## src/rtl/i2cs_pkg.sv

```systemverilog
package i2cs_pkg;

    // bit-level bus commands executed by the phase engine
    typedef enum logic [2:0] {
        BC_START,
        BC_STOP,
        BC_WR,
        BC_RD,
        BC_ACKW
    } bcmd_e;

    // transaction sequencer states
    typedef enum logic [2:0] {
        SQ_IDLE,
        SQ_START,
        SQ_TXB,
        SQ_TXACK,
        SQ_RSTART,
        SQ_RXB,
        SQ_RXACK,
        SQ_STOP
    } seq_e;

    // which byte of the transaction is being sent
    typedef enum logic [1:0] {
        SG_ADDRW,
        SG_REG,
        SG_DATA,
        SG_ADDRR
    } stage_e;

endpackage

```

## src/rtl/i2cs_qtick.sv

```systemverilog
module i2cs_qtick #(
    parameter int QDIV = 63
) (
    input  logic clk,
    input  logic rst_n,
    input  logic clr,
    output logic tick
);
    localparam int CW = $clog2(QDIV + 1);

    typedef struct packed {
        logic [CW-1:0] cnt;
        logic          tick;
    } qt_t;

    qt_t q, d;

    always_comb begin
        d = q;
        d.tick = 1'b0;
        if (clr) begin
            d.cnt = '0;
        end else if (q.cnt == CW'(QDIV - 1)) begin
            d.cnt  = '0;
            d.tick = 1'b1;
        end else begin
            d.cnt = q.cnt + 1'b1;
        end
    end

    always_ff @(posedge clk or negedge rst_n) begin
        if (!rst_n) q <= '0;
        else        q <= d;
    end

    assign tick = q.tick;
endmodule

```

## src/rtl/i2cs_bitphy.sv

```systemverilog
module i2cs_bitphy
    import i2cs_pkg::*;
#(
    parameter int ACK_WAIT = 8
) (
    input  logic  clk,
    input  logic  rst_n,
    input  logic  tick,
    input  logic  cmd_go,
    input  bcmd_e cmd,
    input  logic  cmd_bit,
    input  logic  sda_in,
    output logic  accept,
    output logic  cmd_done,
    output logic  rx_bit,
    output logic  scl,
    output logic  sda_oe
);
    localparam int WW = $clog2(ACK_WAIT + 1);

    typedef struct packed {
        logic          busy;
        logic [1:0]    ph;
        bcmd_e         cmd;
        logic          scl;
        logic          oe;
        logic [WW-1:0] wcnt;
        logic          done;
        logic          rbit;
    } phy_t;

    phy_t q, d;

    assign accept = cmd_go && !q.busy;

    always_comb begin
        d = q;
        d.done = 1'b0;
        if (!q.busy) begin
            if (cmd_go) begin
                d.busy = 1'b1;
                d.ph   = 2'd0;
                d.cmd  = cmd;
                // quarter 0: SCL keeps its level, SDA set up
                case (cmd)
                    BC_STOP: d.oe = 1'b1;
                    BC_WR:   d.oe = !cmd_bit;
                    default: d.oe = 1'b0;
                endcase
            end
        end else if (tick) begin
            case (q.ph)
                2'd0: begin
                    d.ph  = 2'd1;
                    d.scl = 1'b1;
                end
                2'd1: begin
                    d.ph = 2'd2;
                    d.wcnt = '0;
                    if (q.cmd == BC_START) d.oe = 1'b1;
                    if (q.cmd == BC_STOP)  d.oe = 1'b0;
                end
                2'd2: begin
                    case (q.cmd)
                        BC_ACKW: begin
                            if (!sda_in) begin
                                d.rbit = 1'b0;
                                d.ph   = 2'd3;
                                d.scl  = 1'b0;
                            end else if (q.wcnt == WW'(ACK_WAIT - 1)) begin
                                d.rbit = 1'b1;
                                d.ph   = 2'd3;
                                d.scl  = 1'b0;
                            end else begin
                                d.wcnt = q.wcnt + 1'b1;
                            end
                        end
                        BC_RD: begin
                            d.rbit = sda_in;
                            d.ph   = 2'd3;
                            d.scl  = 1'b0;
                        end
                        BC_STOP: d.ph = 2'd3;
                        default: begin
                            d.ph  = 2'd3;
                            d.scl = 1'b0;
                        end
                    endcase
                end
                default: begin
                    d.busy = 1'b0;
                    d.done = 1'b1;
                end
            endcase
        end
    end

    always_ff @(posedge clk or negedge rst_n) begin
        if (!rst_n) begin
            q      <= '0;
            q.cmd  <= BC_STOP;
            q.scl  <= 1'b1;
            q.rbit <= 1'b1;
        end else begin
            q <= d;
        end
    end

    assign cmd_done = q.done;
    assign rx_bit   = q.rbit;
    assign scl      = q.scl;
    assign sda_oe   = q.oe;
endmodule

```

## src/rtl/i2c_regseq.sv

```systemverilog
module i2c_regseq
    import i2cs_pkg::*;
#(
    parameter int QDIV     = 63,
    parameter int ACK_WAIT = 8,
    parameter int LENW     = 4
) (
    input  logic            clk,
    input  logic            rst_n,
    input  logic            go,
    input  logic [6:0]      dev_addr,
    input  logic [7:0]      reg_addr,
    input  logic            rd_req,
    input  logic [7:0]      wr_data,
    input  logic [LENW-1:0] rd_len,
    output logic            busy,
    output logic            done,
    output logic            err,
    output logic [7:0]      rd_data,
    output logic            rd_valid,
    output logic            scl,
    output logic            sda_oe,
    input  logic            sda_in
);
    localparam logic [LENW-1:0] ONE = LENW'(1);

    typedef struct packed {
        seq_e            st;
        stage_e          stg;
        logic            pend;
        logic [7:0]      sh;
        logic [2:0]      bcnt;
        logic [LENW-1:0] left;
        logic [6:0]      dev;
        logic [7:0]      ra;
        logic [7:0]      wd;
        logic            rd;
        logic            err;
        logic            done;
        logic            rv;
        logic [7:0]      rdat;
    } seq_t;

    seq_t  q, d;
    logic  c_go, c_bit, accept, cmd_done, rx_bit, tick;
    bcmd_e c_cmd;

    i2cs_qtick #(.QDIV(QDIV)) u_tick (
        .clk  (clk),
        .rst_n(rst_n),
        .clr  (accept),
        .tick (tick)
    );

    i2cs_bitphy #(.ACK_WAIT(ACK_WAIT)) u_phy (
        .clk     (clk),
        .rst_n   (rst_n),
        .tick    (tick),
        .cmd_go  (c_go),
        .cmd     (c_cmd),
        .cmd_bit (c_bit),
        .sda_in  (sda_in),
        .accept  (accept),
        .cmd_done(cmd_done),
        .rx_bit  (rx_bit),
        .scl     (scl),
        .sda_oe  (sda_oe)
    );

    always_comb begin
        d      = q;
        d.done = 1'b0;
        d.rv   = 1'b0;
        c_bit  = 1'b1;
        case (q.st)
            SQ_START, SQ_RSTART: c_cmd = BC_START;
            SQ_TXB: begin
                c_cmd = BC_WR;
                c_bit = q.sh[7];
            end
            SQ_TXACK: c_cmd = BC_ACKW;
            SQ_RXB:   c_cmd = BC_RD;
            SQ_RXACK: begin
                c_cmd = BC_WR;
                c_bit = (q.left == ONE);   // release on the final byte
            end
            default:  c_cmd = BC_STOP;
        endcase

        c_go = (q.st != SQ_IDLE) && !q.pend;
        if (c_go) d.pend = 1'b1;

        if (q.st == SQ_IDLE) begin
            if (go) begin
                d.st   = SQ_START;
                d.stg  = SG_ADDRW;
                d.dev  = dev_addr;
                d.ra   = reg_addr;
                d.wd   = wr_data;
                d.rd   = rd_req;
                d.left = (rd_len == '0) ? ONE : rd_len;
                d.sh   = {dev_addr, 1'b0};
                d.err  = 1'b0;
                d.pend = 1'b0;
            end
        end else if (cmd_done) begin
            d.pend = 1'b0;
            case (q.st)
                SQ_START, SQ_RSTART: begin
                    d.st   = SQ_TXB;
                    d.bcnt = '0;
                end
                SQ_TXB: begin
                    d.sh   = {q.sh[6:0], 1'b0};
                    d.bcnt = q.bcnt + 1'b1;
                    if (q.bcnt == 3'd7) d.st = SQ_TXACK;
                end
                SQ_TXACK: begin
                    if (rx_bit) begin
                        d.err = 1'b1;
                        d.st  = SQ_STOP;
                    end else begin
                        case (q.stg)
                            SG_ADDRW: begin
                                d.sh  = q.ra;
                                d.stg = SG_REG;
                                d.st  = SQ_TXB;
                            end
                            SG_REG: begin
                                if (q.rd) begin
                                    d.sh  = {q.dev, 1'b1};
                                    d.stg = SG_ADDRR;
                                    d.st  = SQ_RSTART;
                                end else begin
                                    d.sh  = q.wd;
                                    d.stg = SG_DATA;
                                    d.st  = SQ_TXB;
                                end
                            end
                            SG_DATA: d.st = SQ_STOP;
                            default: begin
                                d.st   = SQ_RXB;
                                d.bcnt = '0;
                            end
                        endcase
                    end
                end
                SQ_RXB: begin
                    d.sh   = {q.sh[6:0], rx_bit};
                    d.bcnt = q.bcnt + 1'b1;
                    if (q.bcnt == 3'd7) begin
                        d.st   = SQ_RXACK;
                        d.rdat = {q.sh[6:0], rx_bit};
                        d.rv   = 1'b1;
                    end
                end
                SQ_RXACK: begin
                    if (q.left == ONE) begin
                        d.st = SQ_STOP;
                    end else begin
                        d.left = q.left - ONE;
                        d.st   = SQ_RXB;
                        d.bcnt = '0;
                    end
                end
                default: begin
                    d.st   = SQ_IDLE;
                    d.done = 1'b1;
                end
            endcase
        end
    end

    always_ff @(posedge clk or negedge rst_n) begin
        if (!rst_n) begin
            q     <= '0;
            q.st  <= SQ_IDLE;
            q.stg <= SG_ADDRW;
        end else begin
            q <= d;
        end
    end

    assign busy     = (q.st != SQ_IDLE);
    assign done     = q.done;
    assign err      = q.err;
    assign rd_data  = q.rdat;
    assign rd_valid = q.rv;
endmodule

```

## config.mk

```make
export PLATFORM = sky130hd
export DESIGN_NAME = i2c_regseq
export DESIGN_NICKNAME = d
export VERILOG_FILES = /design/src/rtl/i2cs_pkg.sv /design/src/rtl/i2cs_qtick.sv /design/src/rtl/i2cs_bitphy.sv /design/src/rtl/i2c_regseq.sv
export SDC_FILE = /design/constraint.sdc
export NUM_CORES = 1
export LEC_CHECK = 0
export ABC_AREA = 1
export BUFFER_PORTS_ARGS = -buffer_cell sky130_fd_sc_hd__buf_4
export CORE_MARGIN = 2
export CORE_UTILIZATION = 40
export DETAILED_ROUTE_END_ITERATION = 8
export PLACE_DENSITY = 0.6
export SYNTH_ARGS = -nofsm -noshare
export SYNTH_HDL_FRONTEND = slang
export SYNTH_HIERARCHICAL = 1
export SYNTH_SLANG_ARGS = --single-unit
```

## constraint.sdc

```tcl
create_clock -name clk -period 1.7 [get_ports clk]
set_input_delay 0.255 -clock clk [delete_from_list [all_inputs] [get_ports clk]]
set_output_delay 0.255 -clock clk [all_outputs]
set_load 0.03 [all_outputs]
```

==> results of run 1 <==
## what timing repair did
item,CTS,global route
endpoints found under the hold margin,14,0
endpoints found under the setup margin,1,14
hold buffers,1,0
cloned,0,0
gates resized for setup,1,3
## Yosys cell counts (3+ instances only)
cell and instances:
sky130_fd_sc_hd__a21oi_1 10, sky130_fd_sc_hd__buf_2 5, sky130_fd_sc_hd__buf_4 11, sky130_fd_sc_hd__buf_6 4, sky130_fd_sc_hd__dfrtp_1 74, sky130_fd_sc_hd__dfstp_2 3, sky130_fd_sc_hd__ha_1 11, sky130_fd_sc_hd__inv_1 39
sky130_fd_sc_hd__inv_2 8, sky130_fd_sc_hd__nand2_1 195, sky130_fd_sc_hd__nand2_2 8, sky130_fd_sc_hd__nand2_4 6, sky130_fd_sc_hd__nand3_1 35, sky130_fd_sc_hd__nand4_1 17, sky130_fd_sc_hd__nor2_1 80, sky130_fd_sc_hd__nor2_4 3
sky130_fd_sc_hd__o21ai_0 13, sky130_fd_sc_hd__o21ai_1 14
## state kept, by name, indices dropped and copies added, names as in the netlist
register        cells
u_phy/q            10
done                1
u_phy/cmd_done      1
rd_data             8
err                 1
q                  45
u_phy/scl           1
u_phy/rx_bit        1
rd_valid            1
u_tick/q            6
u_tick/tick         1
u_phy/sda_oe        1
## through the flow
step                      std cells  util (%)  setup TNS [ns]  area (sq um)  worst slack, ns
after floorplan                 561         -               0          4240            0.271
after CTS                       750      47.8               0          4940           0.0557
final                           750      47.9               0          4940           0.0890
after global placement          733      45.6               0          4710          0.00204
after global routing            750      47.9         -0.0783          4940          -0.0490
after detailed placement        733      45.6               0          4710           0.0152
## power by group through the flow
stage / combinational (W) / sequential, W / clock (W)
detailed placement: 0.000109 / 0.00187 / 0
CTS: 0.000111 / 0.00183 / 0.00157
floorplan: 0.00000435 / 0.00187 / 0
global route: 0.000122 / 0.00183 / 0.00166
finish: 0.000107 / 0.00183 / 0.00153
global placement: 0.000108 / 0.00187 / 0
## final cells by class
type	count	area, sq um
clock buffer	11	131
clock inverter	5	83.8
fill	1022	5380
inverter	51	200
multi-input combinational	411	1950
sequential	77	1930
tap	136	170
timing repair buffer	59	470
## worst paths after layout
| path | startpoint | cells after the start | to |
|---|---|---|---|
| min in group asynchronous | rst_n | 2 | rd_data[6] |
| hold / removal | reg_addr[4] | 3 | q[24] |
| max in group asynchronous | rst_n | 3 | u_phy/q[8] |
| setup reg to reg | q[54] | 8 | u_phy/sda_oe |
| setup / recovery | q[54] | 8 | u_phy/sda_oe |
| hold reg to reg | u_phy/scl | 2 | u_phy/scl |
## cells by family after synthesis
kind of cell / after synthesis / share of synthesized area (%)
and+or+nand+nor: 353 / 36.5
adders and majority gates: 11 / 3.24
DFF: 77 / 45.5
buffers and inverters: 73 / 8.47
AOI/OAI and AO/OA: 43 / 5.40
xor gates and xnor gates: 4 / 0.826
## worst max-delay path: cells and delay by family (launching register included)
| family | cells | cell delay, ns |
|---|---|---|
| AO/OA/AOI/OAI | 3 | 0.49 |
| buffers and inverters | 1 | 0.11 |
| flip-flops | 1 | 0.49 |
| AND/OR/NAND/NOR | 4 | 0.44 |
## layer usage
layer | GRT usage (%) | vias to the layer above
met3 | 2.43 | 11
met5 | 0 | -
li1 | - | 1858
met1 | 26.7 | 1695
met4 | 6.59 | 0
met2 | 27.5 | 69
==> flow_results.xml, run 1 <==
<?xml version="1.0" encoding="UTF-8"?>
<metrics>
  <group name="cts">
    <metric name="cts-root-to-sink-buffers" unit="">2</metric>
    <metric name="htreeDepth" unit="">3</metric>
    <metric name="number_of_sinks_driven_by_the_clock_tree" unit="">77</metric>
    <metric name="cts.root.buffer_cell" unit="">sky130_fd_sc_hd__clkbuf_8</metric>
    <metric name="clkSlewWorstSetupHoldPaths" unit="ns">0.09</metric>
    <metric name="post-cts-setup-buffer-count" unit="">0</metric>
    <metric name="cts-buffers-inserted" unit="">9</metric>
    <metric name="cts_tree" unit="">done</metric>
    <metric name="insertion_delay" unit="ns">0.35</metric>
  </group>
  <group name="critical_path">
    <metric name="crit_path_end_kind" unit="">register</metric>
    <metric name="crit_path_cell_trace" unit="">inv_2 -&gt; nor2_4 -&gt; nand2_1 -&gt; o21a_1 -&gt; nor2_1 -&gt; nor2_1 -&gt; o21a_1 -&gt; o21ai_1</metric>
    <metric name="critPathLaunchType" unit="">register</metric>
    <metric name="criticalPathCategory" unit="">reg2reg</metric>
    <metric name="worst-endpoint-arrival" unit="ns">1.89</metric>
    <metric name="worst_ep_required_time" unit="ns">1.98</metric>
    <metric name="critPathMaxStageDelay" unit="ns">0.49</metric>
    <metric name="cp_slowest_cell" unit="">sky130_fd_sc_hd__dfrtp_1</metric>
    <metric name="setup_slack_reg_to_reg" unit="ns">0.09</metric>
    <metric name="crit_path_max_fanout" unit="">6</metric>
  </group>
  <group name="routing">
    <metric name="dr_wl_met3" unit="microns">352</metric>
    <metric name="final_antenna_net_count" unit="">0</metric>
    <metric name="drc" unit="">0</metric>
    <metric name="met1Wirelength" unit="microns">4770</metric>
    <metric name="detailroute.wirelength.met2" unit="microns">4170</metric>
    <metric name="routed_wl" unit="microns">9440</metric>
    <metric name="highest_layer" unit="">met4</metric>
    <metric name="drt_first_pass_iters" unit="">4</metric>
    <metric name="route.vias.total" unit="">3633</metric>
    <metric name="vias_per_cell" unit="">4.84</metric>
    <metric name="drt_iter0_drc" unit="">190</metric>
    <metric name="post_drt_wl_per_cell" unit="microns">12.6</metric>
  </group>
  <group name="run">
    <metric name="cap_viol_max_count" unit="">0</metric>
  </group>
  <group name="timing">
    <metric name="timing.final.setup_violations" unit="">0</metric>
    <metric name="fin_crit" unit="ns">1.61</metric>
    <metric name="slew_headroom" unit="%">67.9</metric>
    <metric name="hold_viol_final" unit="">0</metric>
    <metric name="final.setup_skew" unit="ns">0.0144</metric>
    <metric name="hold_ws" unit="ns">0.0883</metric>
    <metric name="min_period_over_period" unit="%">94.8</metric>
    <metric name="tightest_slew" unit="ns">0.480</metric>
    <metric name="fmaxAchievable" unit="MHz">621</metric>
    <metric name="rsz_0062_raised_after_global_routing" unit="">true</metric>
    <metric name="total_count_of_max_transition_violations_in_the_final_report" unit="">0</metric>
  </group>
  <group name="power_and_ir_drop">
    <metric name="switching_part_of_the_total_power" unit="%">21.7</metric>
    <metric name="power_density_over_the_cells" unit="nW/um^2">703</metric>
    <metric name="power_frac_seq" unit="%">52.7</metric>
    <metric name="leakage" unit="nW">2.61</metric>
    <metric name="share_comb_of_total_power" unit="%">3.1</metric>
    <metric name="power.net_switching" unit="W">0.000753</metric>
    <metric name="share_clk_of_total_power" unit="%">44.2</metric>
    <metric name="report.power.total" unit="W">0.00347</metric>
    <metric name="vdd_drop_max" unit="mV">0.302</metric>
    <metric name="power_report.internal_total" unit="W">0.00272</metric>
  </group>
  <group name="die">
    <metric name="fp-row-count" unit="">37</metric>
    <metric name="die_area" unit="sq um">11400</metric>
    <metric name="fp.dieH" unit="microns">107</metric>
    <metric name="top_level_ports" unit="">46</metric>
    <metric name="core_area" unit="sq um">10300</metric>
    <metric name="die_width" unit="microns">107</metric>
    <metric name="initial_core_util" unit="%">41.1</metric>
  </group>
  <group name="global_routing">
    <metric name="maximum_number_of_pins_on_one_net_before_global_route_repair" unit="">44</metric>
    <metric name="grt_antenna_before_repair" unit="">0</metric>
    <metric name="grt_use_total" unit="%">18.2</metric>
    <metric name="gr-total-overflow" unit="">0</metric>
    <metric name="vias_in_the_first_global_route" unit="">3448</metric>
    <metric name="wire_length_of_the_first_global_routing_pass" unit="microns">16500</metric>
  </group>
  <group name="yosys">
    <metric name="synthesized_flop_and_latch_total" unit="">77</metric>
    <metric name="synthesized_netlist_cell_count" unit="">561</metric>
    <metric name="synth.top_cell.area_share" unit="%">43.7</metric>
    <metric name="avgSynthCellArea" unit="sq um">7.56</metric>
    <metric name="synth.area.top_cells" unit="">sky130_fd_sc_hd__dfrtp_1, sky130_fd_sc_hd__nand2_1, sky130_fd_sc_hd__nor2_1</metric>
    <metric name="ys_async_sr_fraction" unit="%">100</metric>
    <metric name="post_synthesis_cell_area" unit="sq um">4240</metric>
    <metric name="yosysSeqAreaShare" unit="%">45.5</metric>
    <metric name="synth_enable_flop_cells" unit="">0</metric>
    <metric name="synthesis.nets" unit="">604</metric>
    <metric name="synthFlopType" unit="">sky130_fd_sc_hd__dfrtp_1</metric>
    <metric name="yosys_warnings" unit="">6</metric>
    <metric name="yosysUniqueCellTypes" unit="">34</metric>
    <metric name="synth_top_area_cell" unit="">sky130_fd_sc_hd__dfrtp_1</metric>
  </group>
  <group name="layout">
    <metric name="insertedDiodeCount" unit="">0</metric>
    <metric name="area.growth.synth_to_final" unit="%">16.5</metric>
    <metric name="layout_commonest_cell" unit="">sky130_fd_sc_hd__nand2_1</metric>
    <metric name="mostFrequentLayoutCells" unit="">sky130_fd_sc_hd__nand2_1, sky130_fd_sc_hd__nor2_1, sky130_fd_sc_hd__dfrtp_1</metric>
    <metric name="drive_gt1_share" unit="%">17.9</metric>
    <metric name="final_nets" unit="">652</metric>
  </group>
  <group name="placed_design">
    <metric name="post-dp-hpwl" unit="microns">7020</metric>
    <metric name="io_buffer_count" unit="">45</metric>
    <metric name="place_congestion" unit="">0.863</metric>
  </group>
  <group name="run_status">
    <metric name="outcome" unit="">complete, no violations</metric>
  </group>
  <group name="hold_path">
    <metric name="hp-class" unit="">in2reg</metric>
  </group>
</metrics>
Power figures use the tool's default switching activity.
==> inputs of run 2 (changes only) <==
--- a/config.mk
+++ b/config.mk
@@ -11,6 +11,7 @@
 export CORE_UTILIZATION = 40
 export DETAILED_ROUTE_END_ITERATION = 8
 export PLACE_DENSITY = 0.6
+export SETUP_SLACK_MARGIN = 0.1
 export SYNTH_ARGS = -nofsm -noshare
 export SYNTH_HDL_FRONTEND = slang
 export SYNTH_HIERARCHICAL = 1
==> flow_results.xml, run 2 (synthesis gave the netlist of run 1 again) <==
<?xml version="1.0" encoding="UTF-8"?>
<metrics>
  <group name="run_status">
    <metric name="outcome" unit="">complete, no violations</metric>
  </group>
  <group name="power_and_ir_drop">
    <metric name="power_density_over_the_cells" unit="nW/um^2">683</metric>
    <metric name="leakage" unit="nW">2.67</metric>
    <metric name="power_frac_seq" unit="%">52.7</metric>
    <metric name="switching_part_of_the_total_power" unit="%">21.7</metric>
    <metric name="share_clk_of_total_power" unit="%">44.2</metric>
    <metric name="vdd_drop_max" unit="mV">0.301</metric>
    <metric name="power.net_switching" unit="W">0.000755</metric>
    <metric name="power_report.internal_total" unit="W">0.00272</metric>
    <metric name="share_comb_of_total_power" unit="%">3.1</metric>
  </group>
  <group name="die">
    <metric name="die_width" unit="microns">107</metric>
    <metric name="initial_core_util" unit="%">41.1</metric>
    <metric name="top_level_ports" unit="">46</metric>
    <metric name="core_area" unit="sq um">10300</metric>
    <metric name="die_area" unit="sq um">11400</metric>
    <metric name="fp.dieH" unit="microns">107</metric>
    <metric name="fp-row-count" unit="">37</metric>
  </group>
  <group name="global_routing">
    <metric name="grt_use_total" unit="%">18.2</metric>
    <metric name="maximum_number_of_pins_on_one_net_before_global_route_repair" unit="">44</metric>
    <metric name="vias_in_the_first_global_route" unit="">3448</metric>
    <metric name="wire_length_of_the_first_global_routing_pass" unit="microns">16500</metric>
    <metric name="grt_antenna_before_repair" unit="">0</metric>
    <metric name="gr-total-overflow" unit="">0</metric>
  </group>
  <group name="critical_path">
    <metric name="setup_slack_reg_to_reg" unit="ns">0.17</metric>
    <metric name="capture_instance_of_the_worst_register_to_register_path" unit="">q[54]</metric>
    <metric name="criticalPathCategory" unit="">reg2out</metric>
    <metric name="crit_path_end_kind" unit="">output port</metric>
    <metric name="crit_path_max_fanout" unit="">6</metric>
    <metric name="cp-endpoint" unit="">busy</metric>
    <metric name="worst_ep_required_time" unit="ns">1.44</metric>
    <metric name="critPathLaunchType" unit="">register</metric>
    <metric name="worst-endpoint-arrival" unit="ns">1.35</metric>
    <metric name="crit_path_start" unit="">q[53]</metric>
    <metric name="ff2ff_path_depth" unit="">10</metric>
    <metric name="worstReg2RegStart" unit="">q[55]</metric>
  </group>
  <group name="hold_path">
    <metric name="hp-class" unit="">in2reg</metric>
    <metric name="hp-start" unit="">reg_addr[4]</metric>
  </group>
  <group name="placed_design">
    <metric name="place_congestion" unit="">0.863</metric>
    <metric name="io_buffer_count" unit="">45</metric>
    <metric name="post-dp-hpwl" unit="microns">7020</metric>
  </group>
  <group name="timing">
    <metric name="min_period_over_period" unit="%">94.6</metric>
    <metric name="total_count_of_max_transition_violations_in_the_final_report" unit="">0</metric>
    <metric name="hold_viol_final" unit="">0</metric>
    <metric name="fmaxAchievable" unit="MHz">622</metric>
    <metric name="sum_of_negative_setup_slack" unit="ns">0</metric>
    <metric name="tightest_slew" unit="ns">0.497</metric>
    <metric name="fin_crit" unit="ns">1.61</metric>
    <metric name="timing.final.setup_violations" unit="">0</metric>
    <metric name="rsz_0062_raised_after_global_routing" unit="">true</metric>
    <metric name="slew_headroom" unit="%">66.9</metric>
    <metric name="final.setup_skew" unit="ns">0.0134</metric>
  </group>
  <group name="cts">
    <metric name="clkSlewWorstSetupHoldPaths" unit="ns">0.09</metric>
    <metric name="insertion_delay" unit="ns">0.36</metric>
    <metric name="cts_tree" unit="">done</metric>
    <metric name="number_of_sinks_driven_by_the_clock_tree" unit="">77</metric>
    <metric name="cts.root.buffer_cell" unit="">sky130_fd_sc_hd__clkbuf_8</metric>
    <metric name="htreeDepth" unit="">3</metric>
    <metric name="cts-buffers-inserted" unit="">9</metric>
    <metric name="cts-root-to-sink-buffers" unit="">2</metric>
  </group>
  <group name="layout">
    <metric name="drive_gt1_share" unit="%">20.9</metric>
    <metric name="area.growth.synth_to_final" unit="%">19.9</metric>
    <metric name="fillCellCount" unit="">1014</metric>
    <metric name="largest_reg_by_ff_count" unit="">q</metric>
    <metric name="insertedDiodeCount" unit="">0</metric>
    <metric name="layout_commonest_cell" unit="">sky130_fd_sc_hd__nand2_1</metric>
    <metric name="final_nets" unit="">665</metric>
    <metric name="mostFrequentLayoutCells" unit="">sky130_fd_sc_hd__nand2_1, sky130_fd_sc_hd__nor2_1, sky130_fd_sc_hd__dfrtp_1</metric>
    <metric name="postLayoutCoreUtil" unit="%">49.3</metric>
    <metric name="largest_register_ffs" unit="">45</metric>
  </group>
  <group name="routing">
    <metric name="drc" unit="">0</metric>
    <metric name="routed_wl" unit="microns">9640</metric>
    <metric name="route.vias.total" unit="">3700</metric>
    <metric name="final_antenna_net_count" unit="">0</metric>
    <metric name="vias_per_cell" unit="">4.85</metric>
    <metric name="post_drt_wl_per_cell" unit="microns">12.6</metric>
    <metric name="drt_first_pass_iters" unit="">4</metric>
    <metric name="drt_iter0_drc" unit="">202</metric>
  </group>
  <group name="run">
    <metric name="cap_viol_max_count" unit="">0</metric>
  </group>
</metrics>
[run 2: cell count changes in the layout (fill, tap and decap cells not counted), moves of 2 or more]
| cell | delta |
|---|---|
| sky130_fd_sc_hd__buf_4 | +12 |
| sky130_fd_sc_hd__nand2_1 | -4 |
| sky130_fd_sc_hd__inv_4 | +3 |
| sky130_fd_sc_hd__inv_2 | -2 |
| sky130_fd_sc_hd__nand2_2 | +2 |
[run 2: final cells by class]
class / count / area [sq um] / share of cell area [%]
Multi-Input combinational cell: 411 / 1990 / 39.0
Sequential cell: 77 / 1930 / 38.0
Timing Repair Buffer: 72 / 572 / 11.2
Inverter: 51 / 210 / 4.13
Tap cell: 136 / 170 / 3.34
Clock buffer: 11 / 131 / 2.58
Clock inverter: 5 / 83.8 / 1.65
[run 2: power groups by stage]
stage	clock (W)	combinational [W]	sequential, W
after floorplan	0	0.00000435	0.00187
after global placement	0	0.000108	0.00187
after detailed placement	0	0.000109	0.00187
after CTS	0.00157	0.000111	0.00183
after global routing	0.00166	0.000122	0.00183
final	0.00154	0.000107	0.00183
[run 2: worst min-delay path by stage]
stage / cells past startpoint / slack [ns] / to
after floorplan: 0 / -0.04 / done
final: 3 / 0.09 / q[24]
after detailed placement: 1 / 0.13 / q[41]
after global placement: 1 / 0.13 / q[41]
after global routing: 3 / 0.07 / q[26]
after CTS: 3 / 0.08 / q[26]
[run 2: through the flow]
step	total power, W	worst slack (ns)	instance area, sq um	hold slack, ns	instances
after global routing	0.00361	0.0423	5090	0.0744	763
after detailed placement	0.00198	0.0152	4710	0.130	733
after CTS	0.00351	0.0995	4940	0.0760	750
after global placement	0.00197	0.00204	4710	0.128	733
after floorplan	0.00187	0.271	4240	-0.0406	561
final	0.00347	0.0919	5090	0.0869	763
[run 2: critical path, cell delays in order (launching register included)]
cell and delay (ns):
sky130_fd_sc_hd__dfrtp_2 0.49, sky130_fd_sc_hd__nor2_4 0.22, sky130_fd_sc_hd__nand2_4 0.13, sky130_fd_sc_hd__buf_6 0.16
[run 2: metal layers]
layer / track usage [%] / wire (microns) / vias to the layer above
met3: 2.43 / 331 / 16
met5: 0 / 0 / -
met1: 26.7 / 4830 / 1728
met4: 6.59 / 204 / 0
met2: 27.5 / 4280 / 70
li1: - / - / 1886
[run 2: repair_timing]
action,in CTS,in global routing
gates resized for setup,2,18
pin swaps,0,6
endpoints found under the hold margin,14,0
setup buffers,0,13
setup endpoints to repair,21,50
hold buffers,1,0
